--- src/rtl/cap_line_pkg.sv ---
package cap_line_pkg;

    localparam int RUNIN_BITS = 7;
    localparam int FRAME_BITS = 3;
    localparam int BYTE_BITS  = 8;
    localparam int DATA_BITS  = 2 * BYTE_BITS;
    localparam int TOTAL_BITS = RUNIN_BITS + FRAME_BITS + DATA_BITS;
    localparam int IDX_W      = $clog2(TOTAL_BITS);

    // framing code, element 0 goes out first: 0, 0, 1
    localparam logic [FRAME_BITS-1:0] FRAME_CODE = 3'b100;

    localparam logic [2:0] ADDR_ODD_A  = 3'd0;
    localparam logic [2:0] ADDR_ODD_B  = 3'd1;
    localparam logic [2:0] ADDR_EVEN_A = 3'd2;
    localparam logic [2:0] ADDR_EVEN_B = 3'd3;
    localparam logic [2:0] ADDR_ENABLE = 3'd4;

    typedef enum logic [2:0] {
        ST_IDLE,
        ST_WAIT,
        ST_RUNIN,
        ST_FRAME,
        ST_DATA
    } cap_state_t;

    typedef struct packed {
        logic [BYTE_BITS-1:0] second;
        logic [BYTE_BITS-1:0] first;
    } byte_pair_t;

endpackage

--- src/rtl/cap_host_regs.sv ---
module cap_host_regs
    import cap_line_pkg::*;
(
    input  logic       clk,
    input  logic       rst_n,
    input  logic       wr_en,
    input  logic [2:0] wr_addr,
    input  logic [7:0] wr_data,
    output byte_pair_t odd_pair,
    output byte_pair_t even_pair,
    output logic [1:0] field_en
);

    always_ff @(posedge clk or negedge rst_n) begin
        if (!rst_n) begin
            odd_pair  <= '0;
            even_pair <= '0;
            field_en  <= 2'b00;
        end else if (wr_en) begin
            unique case (wr_addr)
                ADDR_ODD_A:  odd_pair.first   <= wr_data;
                ADDR_ODD_B:  odd_pair.second  <= wr_data;
                ADDR_EVEN_A: even_pair.first  <= wr_data;
                ADDR_EVEN_B: even_pair.second <= wr_data;
                ADDR_ENABLE: field_en         <= wr_data[1:0];
                default: ;
            endcase
        end
    end

    // enable changes only through its own address
    p_en_hold_r1: assert property (@(posedge clk) disable iff (!rst_n)
        !(wr_en && wr_addr == ADDR_ENABLE) |=> $stable(field_en));

    // odd pair changes only through its two addresses
    p_odd_hold_r1: assert property (@(posedge clk) disable iff (!rst_n)
        !(wr_en && (wr_addr == ADDR_ODD_A || wr_addr == ADDR_ODD_B)) |=> $stable(odd_pair));

endmodule

--- src/rtl/cap_pattern_build.sv ---
module cap_pattern_build
    import cap_line_pkg::*;
(
    input  byte_pair_t            pair,
    output logic [TOTAL_BITS-1:0] pattern
);

    localparam int DATA_LSB = RUNIN_BITS + FRAME_BITS;

    for (genvar i = 0; i < RUNIN_BITS; i++) begin : g_runin
        assign pattern[i] = ((i % 2) == 0);
    end

    for (genvar k = 0; k < FRAME_BITS; k++) begin : g_frame
        assign pattern[RUNIN_BITS + k] = FRAME_CODE[k];
    end

    assign pattern[DATA_LSB +: BYTE_BITS]             = pair.first;
    assign pattern[DATA_LSB + BYTE_BITS +: BYTE_BITS] = pair.second;

endmodule

--- src/rtl/cap_bit_timer.sv ---
module cap_bit_timer #(
    parameter int PER_W = 8
) (
    input  logic             clk,
    input  logic             rst_n,
    input  logic             run,
    input  logic [PER_W-1:0] period,
    output logic             tick
);

    logic [PER_W-1:0] cnt_q;
    logic [PER_W-1:0] eff;

    assign eff  = (period == '0) ? PER_W'(1) : period;
    assign tick = run && (cnt_q == eff - PER_W'(1));

    always_ff @(posedge clk or negedge rst_n) begin
        if (!rst_n) begin
            cnt_q <= '0;
        end else if (!run || tick) begin
            cnt_q <= '0;
        end else begin
            cnt_q <= cnt_q + PER_W'(1);
        end
    end

    // the in-bit count never passes the period
    p_cnt_bound_r6: assert property (@(posedge clk) disable iff (!rst_n)
        run |-> (cnt_q < eff));

endmodule

--- src/rtl/cap_line_ser.sv ---
module cap_line_ser
    import cap_line_pkg::*;
#(
    parameter int LINE_W = 10,
    parameter int DLY_W  = 12,
    parameter int PER_W  = 8
) (
    input  logic              clk,
    input  logic              rst_n,
    input  logic              wr_en,
    input  logic [2:0]        wr_addr,
    input  logic [7:0]        wr_data,
    input  logic [LINE_W-1:0] cfg_line,
    input  logic [DLY_W-1:0]  cfg_delay,
    input  logic [PER_W-1:0]  cfg_bit_clks,
    input  logic              field_id,
    input  logic              line_strobe,
    input  logic [LINE_W-1:0] line_num,
    output logic              cc_data,
    output logic              cc_active
);

    localparam int CYC_W = PER_W + IDX_W + 1;

    byte_pair_t            odd_pair, even_pair, sel_pair;
    logic [1:0]            field_en;
    logic [TOTAL_BITS-1:0] pattern;

    cap_state_t            state_q, state_d;
    logic [TOTAL_BITS-1:0] shreg_q;
    logic [IDX_W-1:0]      bit_idx_q;
    logic [DLY_W-1:0]      dly_q;
    logic [PER_W-1:0]      per_q;
    logic                  fld_q;
    logic [1:0]            en_q;
    logic                  field_ok, start, in_burst, bit_tick;

    cap_host_regs u_regs (
        .clk      (clk),
        .rst_n    (rst_n),
        .wr_en    (wr_en),
        .wr_addr  (wr_addr),
        .wr_data  (wr_data),
        .odd_pair (odd_pair),
        .even_pair(even_pair),
        .field_en (field_en)
    );

    assign sel_pair = field_id ? even_pair : odd_pair;

    cap_pattern_build u_pat (
        .pair   (sel_pair),
        .pattern(pattern)
    );

    assign in_burst = (state_q == ST_RUNIN) || (state_q == ST_FRAME) || (state_q == ST_DATA);

    cap_bit_timer #(.PER_W(PER_W)) u_timer (
        .clk   (clk),
        .rst_n (rst_n),
        .run   (in_burst),
        .period(per_q),
        .tick  (bit_tick)
    );

    assign field_ok = field_id ? field_en[1] : field_en[0];
    assign start    = (state_q == ST_IDLE) && line_strobe && (line_num == cfg_line) && field_ok;

    // next-state logic
    always_comb begin
        state_d = state_q;
        unique case (state_q)
            ST_IDLE:  if (start) state_d = (cfg_delay == '0) ? ST_RUNIN : ST_WAIT;
            ST_WAIT:  if (dly_q == DLY_W'(1)) state_d = ST_RUNIN;
            ST_RUNIN: if (bit_tick && bit_idx_q == IDX_W'(RUNIN_BITS - 1)) state_d = ST_FRAME;
            ST_FRAME: if (bit_tick && bit_idx_q == IDX_W'(RUNIN_BITS + FRAME_BITS - 1)) state_d = ST_DATA;
            ST_DATA:  if (bit_tick && bit_idx_q == IDX_W'(TOTAL_BITS - 1)) state_d = ST_IDLE;
            default:  state_d = ST_IDLE;
        endcase
    end

    // state register and burst datapath
    always_ff @(posedge clk or negedge rst_n) begin
        if (!rst_n) begin
            state_q   <= ST_IDLE;
            shreg_q   <= '0;
            bit_idx_q <= '0;
            dly_q     <= '0;
            per_q     <= '0;
            fld_q     <= 1'b0;
            en_q      <= 2'b00;
        end else begin
            state_q <= state_d;
            if (start) begin
                shreg_q   <= pattern;
                bit_idx_q <= '0;
                dly_q     <= cfg_delay;
                per_q     <= cfg_bit_clks;
                fld_q     <= field_id;
                en_q      <= field_en;
            end else if (state_q == ST_WAIT) begin
                dly_q <= dly_q - DLY_W'(1);
            end else if (in_burst && bit_tick) begin
                shreg_q   <= shreg_q >> 1;
                bit_idx_q <= bit_idx_q + IDX_W'(1);
            end
        end
    end

    // outputs
    always_comb begin
        unique case (state_q)
            ST_RUNIN, ST_FRAME, ST_DATA: begin
                cc_active = 1'b1;
                cc_data   = shreg_q[0];
            end
            default: begin
                cc_active = 1'b0;
                cc_data   = 1'b0;
            end
        endcase
    end

    // checker-side burst length counter
    logic [CYC_W-1:0] burst_cyc;
    logic [PER_W-1:0] per_eff;
    assign per_eff = (per_q == '0) ? PER_W'(1) : per_q;

    always_ff @(posedge clk or negedge rst_n) begin
        if (!rst_n)         burst_cyc <= '0;
        else if (start)     burst_cyc <= '0;
        else if (cc_active) burst_cyc <= burst_cyc + CYC_W'(1);
    end

    // the first burst bit is a run-in one
    p_rise_is_runin_r3: assert property (@(posedge clk) disable iff (!rst_n)
        $rose(cc_active) |-> cc_data);

    // data stays low outside the window
    p_quiet_r8: assert property (@(posedge clk) disable iff (!rst_n)
        !cc_active |-> !cc_data);

    // a finished burst covered 26 bit periods
    p_len_r4: assert property (@(posedge clk) disable iff (!rst_n)
        $fell(cc_active) |-> (burst_cyc == CYC_W'(TOTAL_BITS) * CYC_W'(per_eff)));

    // the level holds until the bit period ends
    p_bit_stable_r6: assert property (@(posedge clk) disable iff (!rst_n)
        (cc_active && !bit_tick) |=> (cc_active && $stable(cc_data)));

    // a burst only runs for a field its captured enable allows
    p_enable_gate_r2: assert property (@(posedge clk) disable iff (!rst_n)
        $rose(cc_active) |-> (fld_q ? en_q[1] : en_q[0]));

    // a strobe during a burst leaves the captured data untouched
    p_no_restart_r9: assert property (@(posedge clk) disable iff (!rst_n)
        (in_burst && !bit_tick) |=> $stable(shreg_q));

endmodule

--- config.mk ---
export PLATFORM = sky130hd
export DESIGN_NAME = cap_line_ser
export DESIGN_NICKNAME = d
export VERILOG_FILES = /design/src/rtl/cap_line_pkg.sv /design/src/rtl/cap_host_regs.sv /design/src/rtl/cap_pattern_build.sv /design/src/rtl/cap_bit_timer.sv /design/src/rtl/cap_line_ser.sv
export SDC_FILE = /design/constraint.sdc
export NUM_CORES = 1
export LEC_CHECK = 0
export BUFFER_PORTS_ARGS = -buffer_cell sky130_fd_sc_hd__buf_2
export CELL_PAD_IN_SITES_DETAIL_PLACEMENT = 1
export CELL_PAD_IN_SITES_GLOBAL_PLACEMENT = 1
export CORE_ASPECT_RATIO = 1.5
export CORE_MARGIN = 10
export CORE_UTILIZATION = 30
export DETAILED_ROUTE_END_ITERATION = 12
export PLACE_DENSITY = 0.68
export SLEW_MARGIN = 20
export SYNTH_ARGS = -nofsm -noshare
export SYNTH_HDL_FRONTEND = slang
export SYNTH_SLANG_ARGS = --single-unit
--- constraint.sdc ---
create_clock -name clk -period 3.17 [get_ports clk]
set_clock_uncertainty 0.2 [all_clocks]
set_input_delay 0.1585 -clock clk [delete_from_list [all_inputs] [get_ports clk]]
set_output_delay 0.1585 -clock clk [all_outputs]
set_load 0.005 [all_outputs]
After elaboration in Yosys (flattened, before gate mapping):

Index checks and enable logic that the tools add are counted.
Widths: inputs -> output; s select.

* register bits: 96
* bits in latches: 0
* RAM bits: 0
* ROM bits: 0
* input port bits: 56
* output and inout port bits: 2
* logic and storage cells: 82
* memories: 0

* $add $sub $neg: 4
* multipliers: 0
* div/mod/pow operators: 0
* order comparisons: 0
* eq/ne operators: 20
* shift operators: 0
* multiplexer cells: 21
* bitwise operators: 0
* reductions and logical operators: 26

Operators by type and width (count)
* $mux 26: 3
* $mux 12: 2
* $mux 16: 1
* $mux 8: 2
* $mux 3: 5
* $mux 5: 3
* $pmux 3 s5: 1
* $eq 12x1->1 const B: 1
* $eq 3x2->1 const B: 4
* $logic_not 12->1: 1
* $reduce_and 2->1: 6
* $sub 12x1->12 const B: 1
* $eq 10x10->1: 1
* $add 8x1->8 const B: 1
* $eq 8x8->1: 1
* $logic_and 1x1->1: 8
* $logic_not 8->1: 1
* $sub 8x1->8 const B: 1
* $eq 3x1->1 const B: 2
* $eq 3x3->1 const B: 2
* $logic_not 3->1: 2
* $ne 2x1->1 const B: 3
* $ne 2x2->1 const B: 3
* $add 5x1->5 const B: 1
* 10 further kinds: 15

Logic depth before layout (Yosys ltp):

* word-level depth: 9
* depth in mapped cells: 11

By module:

From an unflattened synthesis, not the netlist that was laid out.

* cell total of the unflattened synthesis: 543
* area total of the unflattened synthesis: 5325.1 um^2

Modules (own cells, without submodules)
* cap_line_ser: times used 1, cells each 340, area an instance 3034.2 um^2, sequential area each 1351.3 um^2
* cap_host_regs: times used 1, cells each 75, area an instance 1308.8 um^2, sequential area each 850.8 um^2
* cap_bit_timer: times used 1, cells each 100, area an instance 779.5 um^2, sequential area each 200.2 um^2
* cap_pattern_build: times used 1, cells each 28, area an instance 202.7 um^2, sequential area each 0.0 um^2

Worst setup path after synthesis:

Ideal clock, no wire load.

* path kind: register to register
* start point: reg per_q[2]
* end point: reg shreg_q[10]
* library setup time: 126 ps
* arrival: 2988 ps
* data required time: 2844 ps
* path slack: -144 ps
* cell stages (with the launch flop): 11
* clock period less this slack: 3314 ps
* path through: dfrtp_1 or4_1 nor4_1 nor2_1 ha_1 or3_1 a31oi_1 nand2_1 or3_1 buf_2 a311o_1

* cells in the longest elaborated chain, start to end: 8

RTL lines
* start, declared: line cap_line_ser.sv:33 `logic [PER_W-1:0] per_q;`
* start signal, assigned: line cap_line_ser.sv:98 `per_q <= cfg_bit_clks;`
* $logic_not 8->1
* $mux 8 (*): line cap_bit_timer.sv:14 `assign eff = (period == '0) ? PER_W'(1) : period;`
* $sub 8x1->8 (*): line cap_bit_timer.sv:15 `assign tick = run && (cnt_q == eff - PER_W'(1));`
* $eq 8x8->1 (*): line cap_bit_timer.sv:15
* $logic_and 1x1->1 (*): line cap_bit_timer.sv:15
* $logic_and 1x1->1 (*): line cap_line_ser.sv:103 `end else if (in_burst && bit_tick) begin`
* $reduce_bool 2->1 (no source line) (*)
* $reduce_and 2->1 (no source line) (*)
* end signal, assigned: line cap_line_ser.sv:95 `shreg_q <= pattern;`
* end signal, assigned: line cap_line_ser.sv:104 `shreg_q <= shreg_q >> 1;`
* end, declared: line cap_line_ser.sv:30 `logic [TOTAL_BITS-1:0] shreg_q;`

Mark *: on every way between the ends. The rest lies on a longest branch, timed or not.
A chain may end at the register's enable or synchronous reset.

Worst setup path after layout:

* start point: reg per_q[2]
* end point: reg shreg_q[11]

The elaborated chain is that of the path after synthesis.

==> impl_results.md <==
- Critical Path End Type: flip-flop
- Final Critical Period: 3.21 ns
- Post-synth ARST share: 100%
- Core area: 16,300 sq um
- Clk Latency, worst-skew pair: 0.35 ns
- Final GP Congestion: 0.802
- Worst-path cell chain: or4_4 > nor4_4 > nor2_1 > ha_2 > or3_1 > a31oi_2 > nand2_1 > or3_4 > clkbuf_16 > o221ai_2
- H-Tree Depth: 3
- Gr usage total: 12.8%
- Pleak: 2.82 nW
- Metal3 WL: 349 um
- Final Instance Count excl. Fillers: 798
- Synth Area per Inst: 10.3 sq um
- Synth warnings: 0
- CP startpoint kind: flip-flop
- Area of the die: 22,400 sq um
- Clock transition at path regs: 0.07 ns
- Arr. time, crit path: 3.27 ns
- Post-synth EDFFs: 0
- Cells after Synth: 489
- Pin count of the biggest net entering global routing: 59
- Crit-path max cell delay: 0.56 ns
- Worst path bufs/invs: 1
- Top sig layer: met4
- Final number of setup-violating endpoints: 14
- Drt pass-1 iters: 4
- Inserted Clock Buffers: 9
- P&R area growth vs syn: 30.3%
- Unique masters post-synth: 52
- CTS max path bufs: 2
- Max Fclk: 312 MHz
- Worst endpoint required time: 3.23 ns
- Critical path type: reg2reg
- Final total power: 2.87 mW
- Clock sinks: 96
- CP max FO: 8
- Vias: 4,139
- Final net count: 650
- Slew @ Worst Pin: 0.879 ns
- HP Class: in2reg
- Commonest cells after routing, fill and taps aside: 96 x dfrtp_1, 64 x nand2_1, 56 x buf_2
- Fraction of layout cells with a size suffix above 1: 28.7%
- Die width: 126 um
- Violated checks: negative setup slack
- Via density: 5.19
- Initial Util: 30.8%
- Initial antenna violation count: 0
- Synth Flop Type: dfrtp_1
- Fill cell count: 1,796
- Outcome: finished, violations left
- IO Count: 58
- Root Driver: clkbuf_16
- Vert. Die Dim: 179 um
- HPWL after DPL: 9960 um
- Most common cell after layout, fill and taps aside: dfrtp_1
- RSZ-0062 raised after global routing: true
- First-pass GRT wire length: 23,800 um
- Wirelength, routed: 14,400 um
- Placed Cells: 748
- Hold Fails Final Rpt: 0
- # diodes: 0
- Pwr per Cell Area: 438 nW/um^2
- Max VDD drop: 232 uV
- Placement Rows: 57
- Post-route ant nets: 0
- Sequential fraction of the synthesis area: 47.8%
- Initial detailed-routing violation count: 161
- CP max-delay cell: or4_4
- Port Buf Inserts: 57
- Setup WS post-layout: -0.0372 ns
- Syn nets: 552
- Drt drc: 0
- Post-Synthesis Cell Area: 5030 sq um
- CTS tree: done
- Wire length per cell: 18.1 um
- Met2 wire length: 8230 um
- Worst hold slack: 0.0559 ns
- Cell family with most CP delay: simple AND/OR/NAND/NOR gates
- Slew HR: 41.2%
- Final period utilization: 101%
- GRT overflow: 0
- Max Cap Viol: 0
- Max Slew Vio Count: 0
- Met1 WL: 5650 um
- #FFs+latches synth: 96
- Vias in the first global route: 4,742
[worst min-delay path, cell delays in order]
cell,delay [ns]
buf_2,0.12
nor3_1,0.08
mux2_2,0.21
[cell families after synthesis]
kind of cell               Yosys count  share of synthesized area, %
AOI/OAI and AO/OA                   68                          10.7
xor gates and xnor gates            24                          4.18
adders and majority gates            7                          1.74
buffers and inverters               45                          3.73
DFF                                 96                          47.8
muxes                               66                          14.0
and+or+nand+nor                    183                          17.8
[stage by stage]
stage	TNS (ns)	setup slack (ns)	cell area [sq um]	utilization, %
after floorplan	-0.120	-0.0255	5050	-
after global placement	-2.24	-0.134	5670	34.7
after detailed placement	-5.40	-0.284	5670	34.7
after CTS	-0.139	-0.0323	6400	39.2
after global routing	-3.89	-0.156	6550	40.1
final	-0.256	-0.0372	6550	40.1
[power breakdown]
group          switching, mW  internal, mW
combinational          0.123         0.163
sequential            0.0469          1.32
clock                  0.513         0.702
[area by class of cell]
class | count | area (sq um) | area share [%]
clock buffers | 9 | 225 | 3.44
clock inverters | 7 | 104 | 1.59
inverters | 18 | 67.6 | 1.03
multi-input cells | 348 | 2620 | 40.0
flip-flops and latches | 96 | 2400 | 36.7
well taps | 206 | 258 | 3.94
repair buffers | 114 | 876 | 13.4
[synth_stat cells, types with 5 or more instances]
cell type | number | area share, %
ha_1 | 7 | 1.7
nand2_1 | 65 | 4.9
nor2_1 | 36 | 2.7
o311ai_0 | 10 | 1.7
or3_1 | 7 | 0.87
xnor2_1 | 19 | 3.3
nor4_1 | 11 | 1.4
dfrtp_1 | 96 | 48
nand3_1 | 16 | 1.6
a21oi_1 | 5 | 0.50
o21ai_0 | 5 | 0.50
inv_1 | 18 | 1.3
clkbuf_1 | 19 | 1.4
nor3_1 | 6 | 0.60
o221ai_1 | 12 | 2.1
xor2_1 | 5 | 0.87
nor2b_1 | 5 | 0.62
mux2i_1 | 31 | 6.2
mux2_2 | 35 | 7.8
nand2b_1 | 5 | 0.62
[routing by layer]
| layer | GRT usage, % | up-vias |
|---|---|---|
| met1 | 13.4 | 2101 |
| met3 | 2.08 | 15 |
| met5 | 0 | - |
| met2 | 25.2 | 68 |
| li1 | - | 1955 |
| met4 | 4.14 | 0 |
[worst paths after layout]
path | from | to | slack, ns | cells past startpoint
hold reg to reg | u_regs.even_pair[11] | u_regs.even_pair[11] | 0.31 | 1
min in group asynchronous | rst_n | shreg_q[5] | 0.25 | 2
setup / recovery | per_q[2] | shreg_q[11] | -0.04 | 10
setup reg to reg | per_q[2] | shreg_q[11] | -0.04 | 10
max in group asynchronous | rst_n | shreg_q[20] | 1.81 | 3
hold / removal | wr_addr[1] | u_regs.field_en[0] | 0.06 | 3
[flip-flops by register name, indices dropped and copies added (netlist names)]
register and cells:
dly_q 12, state_q 3, per_q 8, u_timer.cnt_q 8
shreg_q 26, bit_idx_q 5, u_regs.even_pair 16, u_regs.field_en 2
u_regs.odd_pair 16
[timing repair]
action | 4_1_cts | 5_1_grt
endpoints found under the hold margin | 111 | 0
hold buffers | 29 | 0
cloned | 0 | 2
pin swaps | 6 | 9
gates resized for setup | 23 | 14
setup buffers | 1 | 2
endpoints found under the setup margin | 31 | 34
(Power assumes the default switching activity.)
